==> src/rtl/boot_ld_pkg.sv <==
package boot_ld_pkg;
  typedef enum logic [2:0] {
    LD_PROBE = 3'd0,
    LD_WAIT  = 3'd1,
    LD_LOAD  = 3'd2,
    LD_DONE  = 3'd3,
    LD_OFF   = 3'd4
  } ld_state_e;
endpackage

==> src/rtl/boot_ld_addr.sv <==
module boot_ld_addr #(
  parameter int RAM_DEPTH = 256,
  parameter int AW        = 8
) (
  input  logic          clk,
  input  logic          rst_n,
  input  logic          accept_i,
  output logic [AW-1:0] ptr_o,
  output logic          last_o
);
  logic [AW-1:0] ptr_q, ptr_d;

  assign last_o = (ptr_q == AW'(RAM_DEPTH - 1));

  always_comb begin
    ptr_d = ptr_q;
    if (accept_i && !last_o) ptr_d = ptr_q + AW'(1);
  end

  always_ff @(posedge clk or negedge rst_n) begin
    if (!rst_n) ptr_q <= '0;
    else if (accept_i) ptr_q <= ptr_d;
  end

  assign ptr_o = ptr_q;

  p_ptr_holds_r2: assert property (@(posedge clk) disable iff (!rst_n)
    !accept_i |=> $stable(ptr_q));
  p_ptr_in_range_r3: assert property (@(posedge clk) disable iff (!rst_n)
    last_o |=> $stable(ptr_q));
endmodule

==> src/rtl/boot_ld_idle.sv <==
module boot_ld_idle #(
  parameter int IDLE_LIMIT = 640,
  parameter int CW         = 10
) (
  input  logic clk,
  input  logic rst_n,
  input  logic arm_i,
  input  logic kick_i,
  output logic expire_o
);
  logic [CW-1:0] cnt_q, cnt_d;
  logic          at_end;

  assign at_end   = (cnt_q == CW'(IDLE_LIMIT - 1));
  assign expire_o = arm_i && !kick_i && at_end;

  always_comb begin
    cnt_d = cnt_q;
    if (kick_i) cnt_d = '0;
    else if (arm_i && !at_end) cnt_d = cnt_q + CW'(1);
  end

  always_ff @(posedge clk or negedge rst_n) begin
    if (!rst_n) cnt_q <= '0;
    else cnt_q <= cnt_d;
  end

  p_timer_bounded_r4: assert property (@(posedge clk) disable iff (!rst_n)
    cnt_q <= CW'(IDLE_LIMIT - 1));
  p_kick_restarts_r4: assert property (@(posedge clk) disable iff (!rst_n)
    kick_i |=> cnt_q == '0);
endmodule

==> src/rtl/boot_ld_wport.sv <==
module boot_ld_wport #(
  parameter int AW = 8
) (
  input  logic          clk,
  input  logic          rst_n,
  input  logic          accept_i,
  input  logic [AW-1:0] ptr_i,
  input  logic [7:0]    data_i,
  output logic          we_o,
  output logic [AW-1:0] addr_o,
  output logic [7:0]    wdata_o
);
  logic          we_q;
  logic [AW-1:0] addr_q;
  logic [7:0]    data_q;

  always_ff @(posedge clk or negedge rst_n) begin
    if (!rst_n) we_q <= 1'b0;
    else we_q <= accept_i;
  end

  always_ff @(posedge clk or negedge rst_n) begin
    if (!rst_n) begin
      addr_q <= '0;
      data_q <= '0;
    end else if (accept_i) begin
      addr_q <= ptr_i;
      data_q <= data_i;
    end
  end

  assign we_o    = we_q;
  assign addr_o  = addr_q;
  assign wdata_o = data_q;

  p_data_held_r2: assert property (@(posedge clk) disable iff (!rst_n)
    !accept_i |=> $stable(data_q) && $stable(addr_q));
endmodule

==> src/rtl/serial_boot_loader.sv <==
module serial_boot_loader
  import boot_ld_pkg::*;
#(
  parameter int RAM_DEPTH  = 256,
  parameter int BIT_CYCLES = 16,
  parameter int CHAR_BITS  = 10,
  localparam int AW         = (RAM_DEPTH > 1) ? $clog2(RAM_DEPTH) : 1,
  localparam int IDLE_LIMIT = 4 * CHAR_BITS * BIT_CYCLES,
  localparam int CW         = (IDLE_LIMIT > 1) ? $clog2(IDLE_LIMIT) : 1
) (
  input  logic          clk,
  input  logic          rst_n,
  input  logic          boot_sel_i,
  input  logic [7:0]    rx_data_i,
  input  logic          rx_valid_i,
  output logic          ram_we_o,
  output logic [AW-1:0] ram_addr_o,
  output logic [7:0]    ram_wdata_o,
  output logic          done_o,
  output logic [AW-1:0] exec_addr_o
);
  ld_state_e     state_q, state_d;
  logic          accept;
  logic          last;
  logic          expire;
  logic [AW-1:0] ptr;

  assign accept = rx_valid_i && (state_q == LD_WAIT || state_q == LD_LOAD);

  boot_ld_addr #(.RAM_DEPTH(RAM_DEPTH), .AW(AW)) u_addr (
    .clk(clk), .rst_n(rst_n), .accept_i(accept), .ptr_o(ptr), .last_o(last)
  );

  boot_ld_idle #(.IDLE_LIMIT(IDLE_LIMIT), .CW(CW)) u_idle (
    .clk(clk), .rst_n(rst_n), .arm_i(state_q == LD_LOAD), .kick_i(accept),
    .expire_o(expire)
  );

  boot_ld_wport #(.AW(AW)) u_wport (
    .clk(clk), .rst_n(rst_n), .accept_i(accept), .ptr_i(ptr), .data_i(rx_data_i),
    .we_o(ram_we_o), .addr_o(ram_addr_o), .wdata_o(ram_wdata_o)
  );

  always_comb begin
    state_d = state_q;
    unique case (state_q)
      LD_PROBE: state_d = boot_sel_i ? LD_WAIT : LD_OFF;
      LD_WAIT:  if (accept) state_d = last ? LD_DONE : LD_LOAD;
      LD_LOAD:  if ((accept && last) || expire) state_d = LD_DONE;
      LD_DONE:  state_d = LD_DONE;
      LD_OFF:   state_d = LD_OFF;
      default:  state_d = LD_OFF;
    endcase
  end

  always_ff @(posedge clk or negedge rst_n) begin
    if (!rst_n) state_q <= LD_PROBE;
    else state_q <= state_d;
  end

  assign done_o      = (state_q == LD_DONE);
  assign exec_addr_o = '0;

  p_off_silent_r1: assert property (@(posedge clk) disable iff (!rst_n)
    state_q == LD_OFF |=> !ram_we_o && !done_o);
  p_we_from_strobe_r2: assert property (@(posedge clk) disable iff (!rst_n)
    ram_we_o |-> $past(rx_valid_i));
  p_done_sticky_r6: assert property (@(posedge clk) disable iff (!rst_n)
    done_o |=> done_o && !ram_we_o);
  p_wait_no_timeout_r5: assert property (@(posedge clk) disable iff (!rst_n)
    state_q == LD_WAIT && !rx_valid_i |=> !done_o);
endmodule

==> config.mk <==
export PLATFORM = sky130hd
export DESIGN_NAME = serial_boot_loader
export DESIGN_NICKNAME = d
export VERILOG_FILES = /design/src/rtl/boot_ld_pkg.sv /design/src/rtl/boot_ld_addr.sv /design/src/rtl/boot_ld_idle.sv /design/src/rtl/boot_ld_wport.sv /design/src/rtl/serial_boot_loader.sv
export SDC_FILE = /design/constraint.sdc
export NUM_CORES = 1
export LEC_CHECK = 0
export BUFFER_PORTS_ARGS = -buffer_cell sky130_fd_sc_hd__buf_2
export CORE_ASPECT_RATIO = 0.7
export CORE_MARGIN = 4
export CORE_UTILIZATION = 40
export CTS_BUF_LIST = sky130_fd_sc_hd__clkbuf_8
export DETAILED_ROUTE_END_ITERATION = 8
export PLACE_DENSITY = 0.69
export SYNTH_ARGS = -nofsm -noshare
export SYNTH_HDL_FRONTEND = slang
export SYNTH_SLANG_ARGS = --single-unit
==> constraint.sdc <==
create_clock -name clk -period 2.5 [get_ports clk]
set_clock_uncertainty 0.15 [all_clocks]
set_input_delay 0.375 -clock clk [delete_from_list [all_inputs] [get_ports clk]]
set_output_delay 0.375 -clock clk [all_outputs]
set_load 0.03 [all_outputs]
# == Yosys cells after proc, flatten, opt, wreduce, memory -nomap -nowiden ==
# Cells that the tools add are included.
# totals
register_bits,38
inputBits,12
out_inout_bits,26
elab_cells,37
# classes
addsub,2
n_eq_ne,7
n_mux,7
n_reduce_logical,15
# op_table
cell,n
two-way mux 10 bit,2
case mux 3 bit (4 select lines),1
"adder 10 x 1 -> 10 bit, second input constant",1
"== test 10 bit, second input constant",1
two-way mux 3 bit,3
"adder 8 x 1 -> 8 bit, second input constant",1
"== test 8 bit, second input constant",1
"== test 3 x 2 -> 1 bit, second input constant",2
logical AND 1 bit,6
"!= test 2 bit, second input constant",2
AND reduction 2 bit,2
"== test 3 x 1 -> 1 bit, second input constant",1
zero test 1 bit,3
zero test 3 bit,1
logical OR 1 bit,2
nonzero test 2 bit,1
two-way mux 1 bit,1

# == Logic depth before layout (Yosys ltp) ==
# Gate-level depths: netlist of the first run.
# depth
depth_word,9
depth_mapped,7
mapped_depth_nobuf,5

# == By module ==
# A second synthesis of the first run with hierarchy kept.
# hier_totals
hier_cells,158
area_unflattened_um2,1896.8
# modules_own_cells
module,instances,cells_each,area_per_inst_um2,seq_area_each_um2
boot_ld_wport,1,35,674.4,425.4
boot_ld_idle,1,56,545.5,250.2
boot_ld_addr,1,39,439.2,200.2
serial_boot_loader,1,28,237.7,75.1

# == Worst setup path after synthesis of the first run ==
# No wires, ideal clock.
# synth_timing
kind,register to register
start,register state_q[0]
end,register u_idle.cnt_q[5]
setup_ps,77
arrival_ps,1657
t_required_ps,2273
setup_slack_ps,615
path_stages_with_launch,6
path_buffers,1
synth_period_minus_slack_ps,1885
path_cell_list,dfrtp_1 -> buf_2 -> or3b_1 -> a41o_1 -> or4_1 -> a21oi_1
# synth_between
elab_chain_cells,4
elab_cells_between_ends,7
classes_between,eq/ne (2); mux (1); reduce/logical (4)
# synth_rtl
item,line_no,text
start: declaration,serial_boot_loader.sv:22,"ld_state_e state_q, state_d;"
start signal: assignment,serial_boot_loader.sv:58,else state_q <= state_d;
== test 3 x 1 -> 1 bit or == test 3 x 2 -> 1 bit (tied branches),"serial_boot_loader.sv:28, serial_boot_loader.sv:35",
logical OR 1 bit,serial_boot_loader.sv:28,assign accept = rx_valid_i && (state_q == LD_WAIT || state_q == LD_LOAD);
logical AND 1 bit,serial_boot_loader.sv:28,
two-way mux 10 bit or nonzero test 2 bit (tied branches),--,
end signal: assignment,boot_ld_idle.sv:25,else cnt_q <= cnt_d;
end: declaration,boot_ld_idle.sv:11,"logic [CW-1:0] cnt_q, cnt_d;"
# Several ways; a longest one is shown, not always the timed one.
# A chain may end at the register's enable or synchronous reset.

# == Final worst setup path of the first run ==
# layout_timing
start,register state_q[1]
end,register u_idle.cnt_q[5]
# The elaborated chain is that of the path after synthesis.

==> results of run 1 <==
-- registers in the layout, summed over array words and instances, names as in the netlist --
| name | flops |
|---|---|
| u_idle.cnt_q | 10 |
| u_addr.ptr_o | 8 |
| state_q | 3 |
| u_wport.we_o | 1 |
| u_wport.wdata_o | 8 |
| u_wport.addr_o | 8 |
-- through the flow --
step | hold slack (ns) | utilization, %
global route | 0.09121 | 50.86
CTS | 0.05469 | 50.86
floorplan | -0.07059 | -
global placement | 0.3015 | 47.37
finish | 0.03060 | 50.86
detailed placement | 0.3075 | 47.37
-- logic make-up after synthesis --
| group | share of synthesized area (%) |
|---|---|
| AO/OA/AOI/OAI | 7.032 |
| buffers and inverters | 6.821 |
| AND/OR/NAND/NOR | 24.82 |
| XOR/XNOR | 4.430 |
| other | 0.2108 |
| flip-flops | 53.45 |
| adder cells (fa/ha/maj) | 1.406 |
| multiplexers | 1.828 |
-- power breakdown --
group	total (µW)	internal, µW	switching, µW
sequential	680	648	31.6
clock	650	426	225
combinational	144	46.1	98.2
total	1470	1120	355
-- worst min-delay path by stage --
stage,end,slack (ns),start
final,u_idle.cnt_q[5]$_DFFE_PN0P_,0.03,rst_n
after global routing,u_idle.cnt_q[5]$_DFFE_PN0P_,0.09,rst_n
after CTS,u_wport.wdata_o[0]$_DFFE_PN0N_,0.05,rst_n
after detailed placement,u_wport.addr_o[0]$_DFFE_PN0N_,0.31,u_wport.addr_o[0]$_DFFE_PN0N_
after global placement,u_wport.addr_o[5]$_DFFE_PN0N_,0.30,u_wport.addr_o[5]$_DFFE_PN0N_
after floorplan,state_q[0]$_DFFE_PN0P_,-0.07,rst_n
-- per-layer routing --
metal / share of wire [%] / vias up / GRT usage, %
met1: 52 / 636 / 20.75
met3: 6.3 / 7 / 4.236
li1: - / 666 / -
met2: 39 / 39 / 17.48
met5: 0 / - / 0
met4: 2.8 / 0 / 8.046
-- final cells by class --
cell class,count,area (µm²)
Clock inverter,2,60.06
Clock buffer,6,82.58
Sequential cell,38,950.9
Timing Repair Buffer,31,172.7
Inverter,4,15.01
Tap cell,52,65.06
Fill cell,392,2009
Multi-Input combinational cell,135,733.2
-- layout by cell type, fill, tap and decap left out, types with 3 or more instances in the layout --
master,instances
xnor2_1,4
inv_1,3
xor2_1,5
nor2_1,8
nand2_1,56
clkbuf_8,6
a21oi_1,7
nor3_1,3
dfrtp_1,38
nand4_1,5
o21ai_0,4
buf_2,29
conb_1,8
nand3_1,4
and3_1,3
-- cells in the mapped netlist, types with 2 or more instances --
master / number / area [µm²]
nor3b_1: 2 / 15.01
o21ai_0: 4 / 20.02
o31ai_1: 2 / 15.01
xor2_1: 5 / 43.79
ha_1: 2 / 25.02
and3_1: 3 / 18.77
nand4_1: 5 / 31.28
buf_6: 3 / 33.78
inv_1: 3 / 11.26
nor3_1: 3 / 15.01
or3_1: 2 / 12.51
xnor2_1: 4 / 35.03
nand3_1: 4 / 20.02
clkbuf_1: 2 / 7.510
or4_1: 2 / 15.01
nor2_1: 8 / 30.03
mux2_2: 2 / 22.52
nand2_1: 56 / 210.2
dfrtp_1: 38 / 950.9
or3_2: 2 / 15.01
buf_4: 8 / 60.06
a21oi_1: 7 / 35.03
==> impl_metrics.py, run 1 <==
metrics = {
    "synth": {
        "synth.cell_area_um2": 1779,
        "ys_warn_count": 0,
        "avgSynthCellArea_um2": 9.670,
        "synth_cells": 184,
        "synth_seq_cells": 38,
        "synth_cell_types": 39,
        "async_flop_share_pct": 100.0,
        "yosysSeqAreaShare_pct": 53.45,
        "synth_ff_type": "dfrtp_1",
        "synth_edf_count": 0,
    },
    "floorplanning": {
        "coreArea_um2": 4089,
        "die_h_um": 63.80,
        "start_util_pct": 43.51,
        "ios": 38,
        "die_w_um": 87.72,
        "num_rows": 19,
        "die_area_um2": 5596,
    },
    "timing": {
        "rsz0062_at_grt": "false",
        "max_freq_mhz": 470.6,
        "worst_slew_pin_slew_ns": 0.8455,
        "fin_setup_tns_ns": 0,
        "finalHoldViolations": 0,
        "min_period_ns": 2.125,
        "finalMaxSlewViolations": 0,
        "slew_headroom_pct": 43.63,
        "setup_ws_ns": 0.3749,
        "finalCritPeriodShare_pct": 85.00,
        "setup_viol": 0,
    },
    "worst_setup_path": {
        "startpoint": "state_q[1]$_DFFE_PN0P_",
        "reg2reg_slack_ns": 0.37,
        "path_delay_family": "simple AND/OR/NAND/NOR gates",
        "critPathArrivalTime_ns": 2.20,
        "reg2reg_from": "state_q[1]$_DFFE_PN0P_",
        "path_class": "flip-flop to flip-flop",
        "crit_cells": 4,
        "crit_buf_inv": 0,
        "rr_worst_depth": 4,
        "slowest_delay_ns": 0.52,
        "worst_setup_path_end_kind": "flip-flop",
        "critPathRequiredTime_ns": 2.57,
        "endpoint": "u_idle.cnt_q[5]$_DFFE_PN0P_",
        "reg2reg_to": "u_idle.cnt_q[5]$_DFFE_PN0P_",
        "startpoint_type": "flip-flop",
        "path_max_fanout": 15,
        "critPathSlowestCell": "or4_1",
        "path_cells": "or3b_1, a41o_1, or4_1, a21oi_1",
    },
    "flow_run": {
        "cap_violations": 0,
    },
    "placed_design": {
        "place.gp.congestion": 0.7989,
        "dpl_cell_area_um2": 1937,
        "place_inst": 260,
        "pre_cts_slack_ns": 0.3852,
        "io_buffers": 29,
        "dp_hpwl_mm": 2.387,
    },
    "global_route": {
        "overflow": 0,
        "antenna_found_initial": 0,
        "grt_pass1_vias": 1219,
        "grt_use_total_pct": 13.93,
        "grt_first_pass_wirelength_mm": 5.934,
        "grt_max_degree": 39,
    },
    "power_and_ir_drop": {
        "p_leak_uw": 0.001065,
        "power.total_uw": 1475,
        "ir_worst_vdd_mv": 0.3965,
        "powerDensity_nw_per_um2": 709.1,
    },
    "layout": {
        "nNetsFinal": 229,
        "area_growth_pct": 16.88,
        "stdcell_count": 268,
        "drive_gt1_share_pct": 21.30,
        "diodes": 0,
        "finalInstanceArea_um2": 2079,
    },
    "detailed_routing": {
        "num_vias": 1348,
        "initialDrtViolationCount": 117,
        "antenna_left": 0,
        "drt-total-wl_mm": 3.443,
        "via_per_inst": 5.030,
        "drt_pass1_iterations": 4,
        "drc": 0,
        "routedWlPerCell_um": 12.85,
    },
    "clock_network": {
        "cts_max_path_buffers": 2,
        "clockRootBuffer": "clkbuf_8",
        "cts_buffers": 5,
        "cts_resized": 0,
        "clock_sinks": 38,
        "cts_tree": "done",
        "post_cts_buffers": 0,
        "clk_latency_ns": 0.30,
        "clkSlewWorstSetupHoldPaths_ns": 0.08,
        "hold_buffers": 0,
        "htreeDepth": 2,
    },
    "hold_path": {
        "min_path_type": "input port to async pin",
    },
    "status": {
        "status": "finished, final reports clean",
    },
}
Note: power is estimated with default switching activity, not from simulation.
==> run 2: changes to the inputs <==
Settings changed: CELL_PAD_IN_SITES_DETAIL_PLACEMENT set to 1, CELL_PAD_IN_SITES_GLOBAL_PLACEMENT set to 1, CORE_MARGIN 4 to 2, PLACE_DENSITY 0.69 to 0.84.
==> run 2 against run 1 <==
Against the previous run: die area down 11%; wire length up 14%; count of clock-buffer cells in the layout unchanged; via count up 0.37%; sequential power about the same; largest power group unchanged.
==> impl_metrics.py, run 2 (synthesized netlist as in run 1, its figures left out) <==
metrics = {
    "worst_setup_path": {
        "crit_cells": 4,
        "path_delay_family": "simple AND/OR/NAND/NOR gates",
        "startpoint_type": "flip-flop",
        "slowest_delay_ns": 0.50,
        "path_class": "flip-flop to flip-flop",
        "worst_setup_path_end_kind": "flip-flop",
        "critPathArrivalTime_ns": 2.22,
        "critPathRequiredTime_ns": 2.56,
        "critPathSlowestCell": "dfrtp_1",
        "rr_worst_depth": 4,
        "path_max_fanout": 15,
        "crit_buf_inv": 0,
        "path_cells": "or3b_1, a41o_1, or3_2, a21oi_1",
    },
    "clock_network": {
        "clk_latency_ns": 0.29,
        "cts_max_path_buffers": 2,
        "clkSlewWorstSetupHoldPaths_ns": 0.08,
        "cts_resized": 0,
        "cts_buffers": 5,
        "htreeDepth": 2,
        "clockRootBuffer": "clkbuf_8",
        "cts_tree": "done",
        "post_cts_buffers": 0,
        "clock_sinks": 38,
        "hold_buffers": 0,
    },
    "floorplanning": {
        "coreArea_um2": 4304,
        "ios": 38,
        "die_w_um": 83.72,
        "die_h_um": 59.80,
        "num_rows": 20,
        "start_util_pct": 41.34,
        "die_area_um2": 5006,
    },
    "timing": {
        "finalHoldViolations": 0,
        "max_freq_mhz": 462.3,
        "fin_setup_tns_ns": 0,
        "slew_headroom_pct": 43.01,
        "whs_ns": 0.03707,
        "worst_slew_pin_slew_ns": 0.8548,
        "finalMaxSlewViolations": 0,
        "min_period_ns": 2.163,
        "setup_ws_ns": 0.3370,
        "rsz0062_at_grt": "false",
        "setup_viol": 0,
        "finalCritPeriodShare_pct": 86.52,
    },
    "power_and_ir_drop": {
        "clkPwrFrac_pct": 34.9,
        "p_seq_share_pct": 53.6,
        "p_leak_uw": 0.001038,
        "internal_power_uw": 916.1,
        "netSwitchingPower_uw": 356.7,
        "ir_worst_vdd_mv": 0.2616,
        "pwr-share-comb_pct": 11.5,
        "powerDensity_nw_per_um2": 629.1,
        "swShare_pct": 28.02,
    },
    "layout": {
        "top_register": "u_idle.cnt_q",
        "largest_reg_flops": 10,
        "drive_gt1_share_pct": 21.30,
        "nNetsFinal": 229,
        "stdcell_count": 271,
        "layout_common_cells": "56 x nand2_1, 38 x dfrtp_1, 29 x buf_2",
        "final_common_cell": "nand2_1",
        "multi_input_area_um2": 733.2,
        "fillers": 520,
        "seq_area_um2": 950.9,
        "area_growth_pct": 13.71,
        "diodes": 0,
    },
    "detailed_routing": {
        "via_per_inst": 4.993,
        "initialDrtViolationCount": 106,
        "antenna_left": 0,
        "drt-total-wl_mm": 3.935,
        "routedWlPerCell_um": 14.52,
        "drt_pass1_iterations": 4,
        "drc": 0,
        "num_vias": 1353,
    },
    "global_route": {
        "grt_pass1_vias": 1363,
        "grt_first_pass_wirelength_mm": 6.727,
        "grt_max_degree": 39,
        "overflow": 0,
        "antenna_found_initial": 0,
        "grt_use_total_pct": 17.37,
    },
    "placed_design": {
        "io_buffers": 29,
        "pre_cts_slack_ns": 0.3898,
        "dp_hpwl_mm": 2.771,
        "place.gp.congestion": 0.8368,
        "place_inst": 263,
    },
    "hold_path": {
        "min_path_type": "input port to async pin",
    },
    "status": {
        "status": "finished, final reports clean",
    },
    "flow_run": {
        "cap_violations": 0,
    },
}
## run 2: cell count changes in the layout (fill, tap and decap cells not counted)
cell	previous run	this run
buf_4	1	2
bufinv_16	2	0
clkinvlp_4	0	1
buf_12	1	0
clkinv_2	0	1
## run 2: layout make-up
class / count / share of cell area [%]
flip-flops and latches: 38 / 47.00
multi-input cells: 135 / 36.24
repair buffers: 31 / 7.916
clock buffers: 6 / 4.082
well taps: 55 / 3.401
inverters: 4 / 0.7421
clock inverters: 2 / 0.6184
## run 2: worst paths after layout
| path | from | end | slack, ns |
|---|---|---|---|
| min in group clk | rx_data_i[6] | u_wport.wdata_o[6]$_DFFE_PN0N_ | 0.12 |
| worst min register to register | u_wport.addr_o[5]$_DFFE_PN0N_ | u_wport.addr_o[5]$_DFFE_PN0N_ | 0.32 |
| worst max-delay path | state_q[1]$_DFFE_PN0P_ | u_idle.cnt_q[7]$_DFFE_PN0P_ | 0.34 |
| max in group asynchronous | rst_n | state_q[2]$_DFFE_PN0P_ | 1.62 |
| worst min-delay path | rst_n | u_wport.wdata_o[7]$_DFFE_PN0N_ | 0.04 |
| worst max register to register | state_q[1]$_DFFE_PN0P_ | u_idle.cnt_q[7]$_DFFE_PN0P_ | 0.34 |
## run 2: power by group through the flow
stage	Sequential, µW	Combinational [µW]	Clock (µW)
final	682	146	444
after global routing	687	165	495
after detailed placement	694	147	0
after CTS	682	149	462
after floorplan	704	87.1	0
after global placement	691	142	0
## run 2: worst register-to-register path, delay by kind of cell, from the launching register on
family          cells  cell delay (ns)
flops               1             0.50
simple gates        2             0.90
compound gates      2             0.54
## run 2: layer usage
metal | share of wire [%] | global-route usage, %
met5 | 0 | 0
met4 | 1.3 | 6.221
met3 | 4.6 | 4.006
met2 | 44 | 26.86
met1 | 50 | 24.26
## run 2: stage by stage
step / utilization (%) / total power, µW / instance area [µm²]
6_report: 47.01 / 1273 / 2023
5_1_grt: 47.01 / 1347 / 2023
4_1_cts: 47.01 / 1293 / 2023
3_5_place_dp: 44.80 / 840.8 / 1928
3_3_place_gp: 44.80 / 832.6 / 1928
2_1_floorplan: - / 791.5 / 1805
==> run 3: changes to the inputs <==
Settings changed: CAP_MARGIN set to 0, CORE_UTILIZATION 40 to 38, CTS_CLUSTER_DIAMETER set to 30.
Clock period 2.5 ns to 1.75 ns, I/O delays scaled along.
==> run 3 against run 2 <==
Against the previous run: the run now ends with negative setup slack left; flip-flop and latch count unchanged; sequential share of layout area is 6.6 points lower; critical path depth unchanged; critical endpoint is now u_idle.cnt_q[6]$_DFFE_PN0P_; final area up 16%; final cell count increased by 7.7%; fmax increased by 16%; count of clock-buffer cells in the layout is the same; worst hold slack got worse by 0.028 ns; non-clock buffer count is 20 higher; register-to-register slack got worse by 0.45 ns; die area increased by 5.0%; critical path type unchanged; clock power is 42% higher.
==> impl_metrics.py, run 3 (synthesized netlist as in run 1, its figures left out) <==
metrics = {
    "status": {
        "status": "complete, but fails checks",
        "violations": "negative setup slack",
    },
    "power_and_ir_drop": {
        "powerDensity_nw_per_um2": 816.0,
        "ir_worst_vdd_mv": 0.4127,
        "p_leak_uw": 0.001171,
    },
    "floorplanning": {
        "coreArea_um2": 4429,
        "die_h_um": 61.25,
        "die_area_um2": 5254,
        "die_w_um": 85.79,
        "start_util_pct": 40.17,
        "ios": 38,
        "num_rows": 20,
    },
    "layout": {
        "drive_gt1_share_pct": 35.02,
        "layout_common_cells": "55 x nand2_1, 38 x dfrtp_1, 28 x buf_2",
        "finalInstanceArea_um2": 2355,
        "diodes": 0,
        "final_common_cell": "nand2_1",
        "fillers": 501,
        "largest_reg_flops": 10,
        "area_growth_pct": 32.35,
        "top_register": "u_idle.cnt_q",
        "nNetsFinal": 250,
    },
    "worst_setup_path": {
        "startpoint_type": "flip-flop",
        "worst_setup_path_end_kind": "flip-flop",
        "reg2reg_from": "state_q[2]$_DFFE_PN0P_",
        "rr_worst_depth": 4,
        "path_max_fanout": 6,
        "critPathArrivalTime_ns": 1.93,
        "startpoint": "state_q[2]$_DFFE_PN0P_",
        "critPathRequiredTime_ns": 1.82,
        "path_class": "flip-flop to flip-flop",
    },
    "detailed_routing": {
        "drt-total-wl_mm": 5.126,
        "antenna_left": 0,
        "drc": 0,
        "routedWlPerCell_um": 17.55,
        "via_per_inst": 5.154,
        "initialDrtViolationCount": 57,
        "drt_pass1_iterations": 6,
        "num_vias": 1505,
    },
    "timing": {
        "finalMaxSlewViolations": 0,
        "whs_ns": 0.008908,
        "finalHoldViolations": 0,
        "setup_ws_ns": -0.1102,
        "max_freq_mhz": 537.6,
        "setup_viol": 7,
        "min_period_ns": 1.860,
        "rsz0062_at_grt": "true",
        "fin_setup_tns_ns": -0.4233,
        "finalCritPeriodShare_pct": 106.3,
    },
    "global_route": {
        "grt_pass1_vias": 1608,
        "antenna_found_initial": 0,
        "grt_use_total_pct": 19.32,
        "grt_max_degree": 22,
        "overflow": 0,
        "grt_first_pass_wirelength_mm": 7.686,
    },
    "hold_path": {
        "holdPathStages": 3,
        "min_path_type": "input port to flip-flop",
        "hold_start": "rx_data_i[5]",
    },
    "clock_network": {
        "cts_tree": "done",
        "clk_latency_ns": 0.29,
        "clkSlewWorstSetupHoldPaths_ns": 0.08,
        "clock_sinks": 38,
        "cts_buffers": 5,
        "htreeDepth": 2,
        "clockRootBuffer": "clkbuf_8",
        "cts_max_path_buffers": 2,
    },
    "flow_run": {
        "cap_violations": 0,
    },
    "placed_design": {
        "dpl_cell_area_um2": 2096,
        "dp_hpwl_mm": 3.129,
        "pre_cts_slack_ns": -0.1341,
        "io_buffers": 29,
        "place.gp.congestion": 0.8111,
    },
}
==> run 3: changes by cell type in the layout (fill, tap and decap cells not counted), moves of 2 or more <==
cell / delta
o21ai_0: -2
or3_2: -2
a21oi_1: -5
a21oi_2: +5
or3_4: +2
dlygate4sd3_1: +2
nor3b_1: -2
nor3b_2: +2
buf_12: +3
buf_4: +15
==> run 3: report_power, final <==
group          switching [µW]  leakage (µW)  internal [µW]
Combinational             203      0.000635            119
Clock                     319     0.0000524            312
Sequential               40.9      0.000484            926
Total                     564       0.00117           1360
==> run 3: metal layers <==
layer | global-route usage [%] | wire, µm
met2 | 35.16 | 2660
met1 | 23.46 | 2186
met5 | 0 | 0
met4 | 5.442 | 33
met3 | 4.826 | 246
==> run 3: area by class of cell <==
cell class	count	area, µm²	area share (%)
multi-input combinational	136	869.6	36.93
clock inverter	2	8.758	0.3719
sequential	38	950.9	40.38
inverter	4	15.01	0.6376
tap	55	68.82	2.922
timing repair buffer	51	359.1	15.25
clock buffer	6	82.58	3.507
==> run 3: repair_timing <==
| action | in CTS | in global routing |
|---|---|---|
| gates cloned | 0 | 1 |
| gates resized for setup | 6 | 22 |
| pin swaps | 0 | 3 |
| setup endpoints to repair | 9 | 33 |
| endpoints found under the hold margin | 18 | 0 |
| buffers inserted | 1 | 0 |
| hold buffers | 2 | 0 |
==> run 3: critical path: stages (launching register included) <==
cell	delay, ns
dfrtp_1	0.39
or3b_4	0.41
a41o_4	0.28
or4_1	0.42
a21oi_2	0.14
==> run 3: stage by stage <==
stage,power [µW],utilization [%],std cells
finish,1922,53.16,292
global route,2004,53.16,292
CTS,1903,50.48,291
detailed placement,1259,47.32,280
global placement,1244,47.32,280
floorplan,1136,-,191
==> run 3: worst paths after layout <==
check | to | slack, ns
hold reg to reg | u_wport.wdata_o[3]$_DFFE_PN0N_ | 0.33
setup / recovery | u_idle.cnt_q[6]$_DFFE_PN0P_ | -0.11
setup reg to reg | u_idle.cnt_q[6]$_DFFE_PN0P_ | -0.11
max in group asynchronous | u_addr.ptr_o[6]$_DFFE_PN0P_ | 0.69
hold / removal | u_wport.wdata_o[5]$_DFFE_PN0N_ | 0.009
min in group asynchronous | u_wport.wdata_o[3]$_DFFE_PN0N_ | 0.29
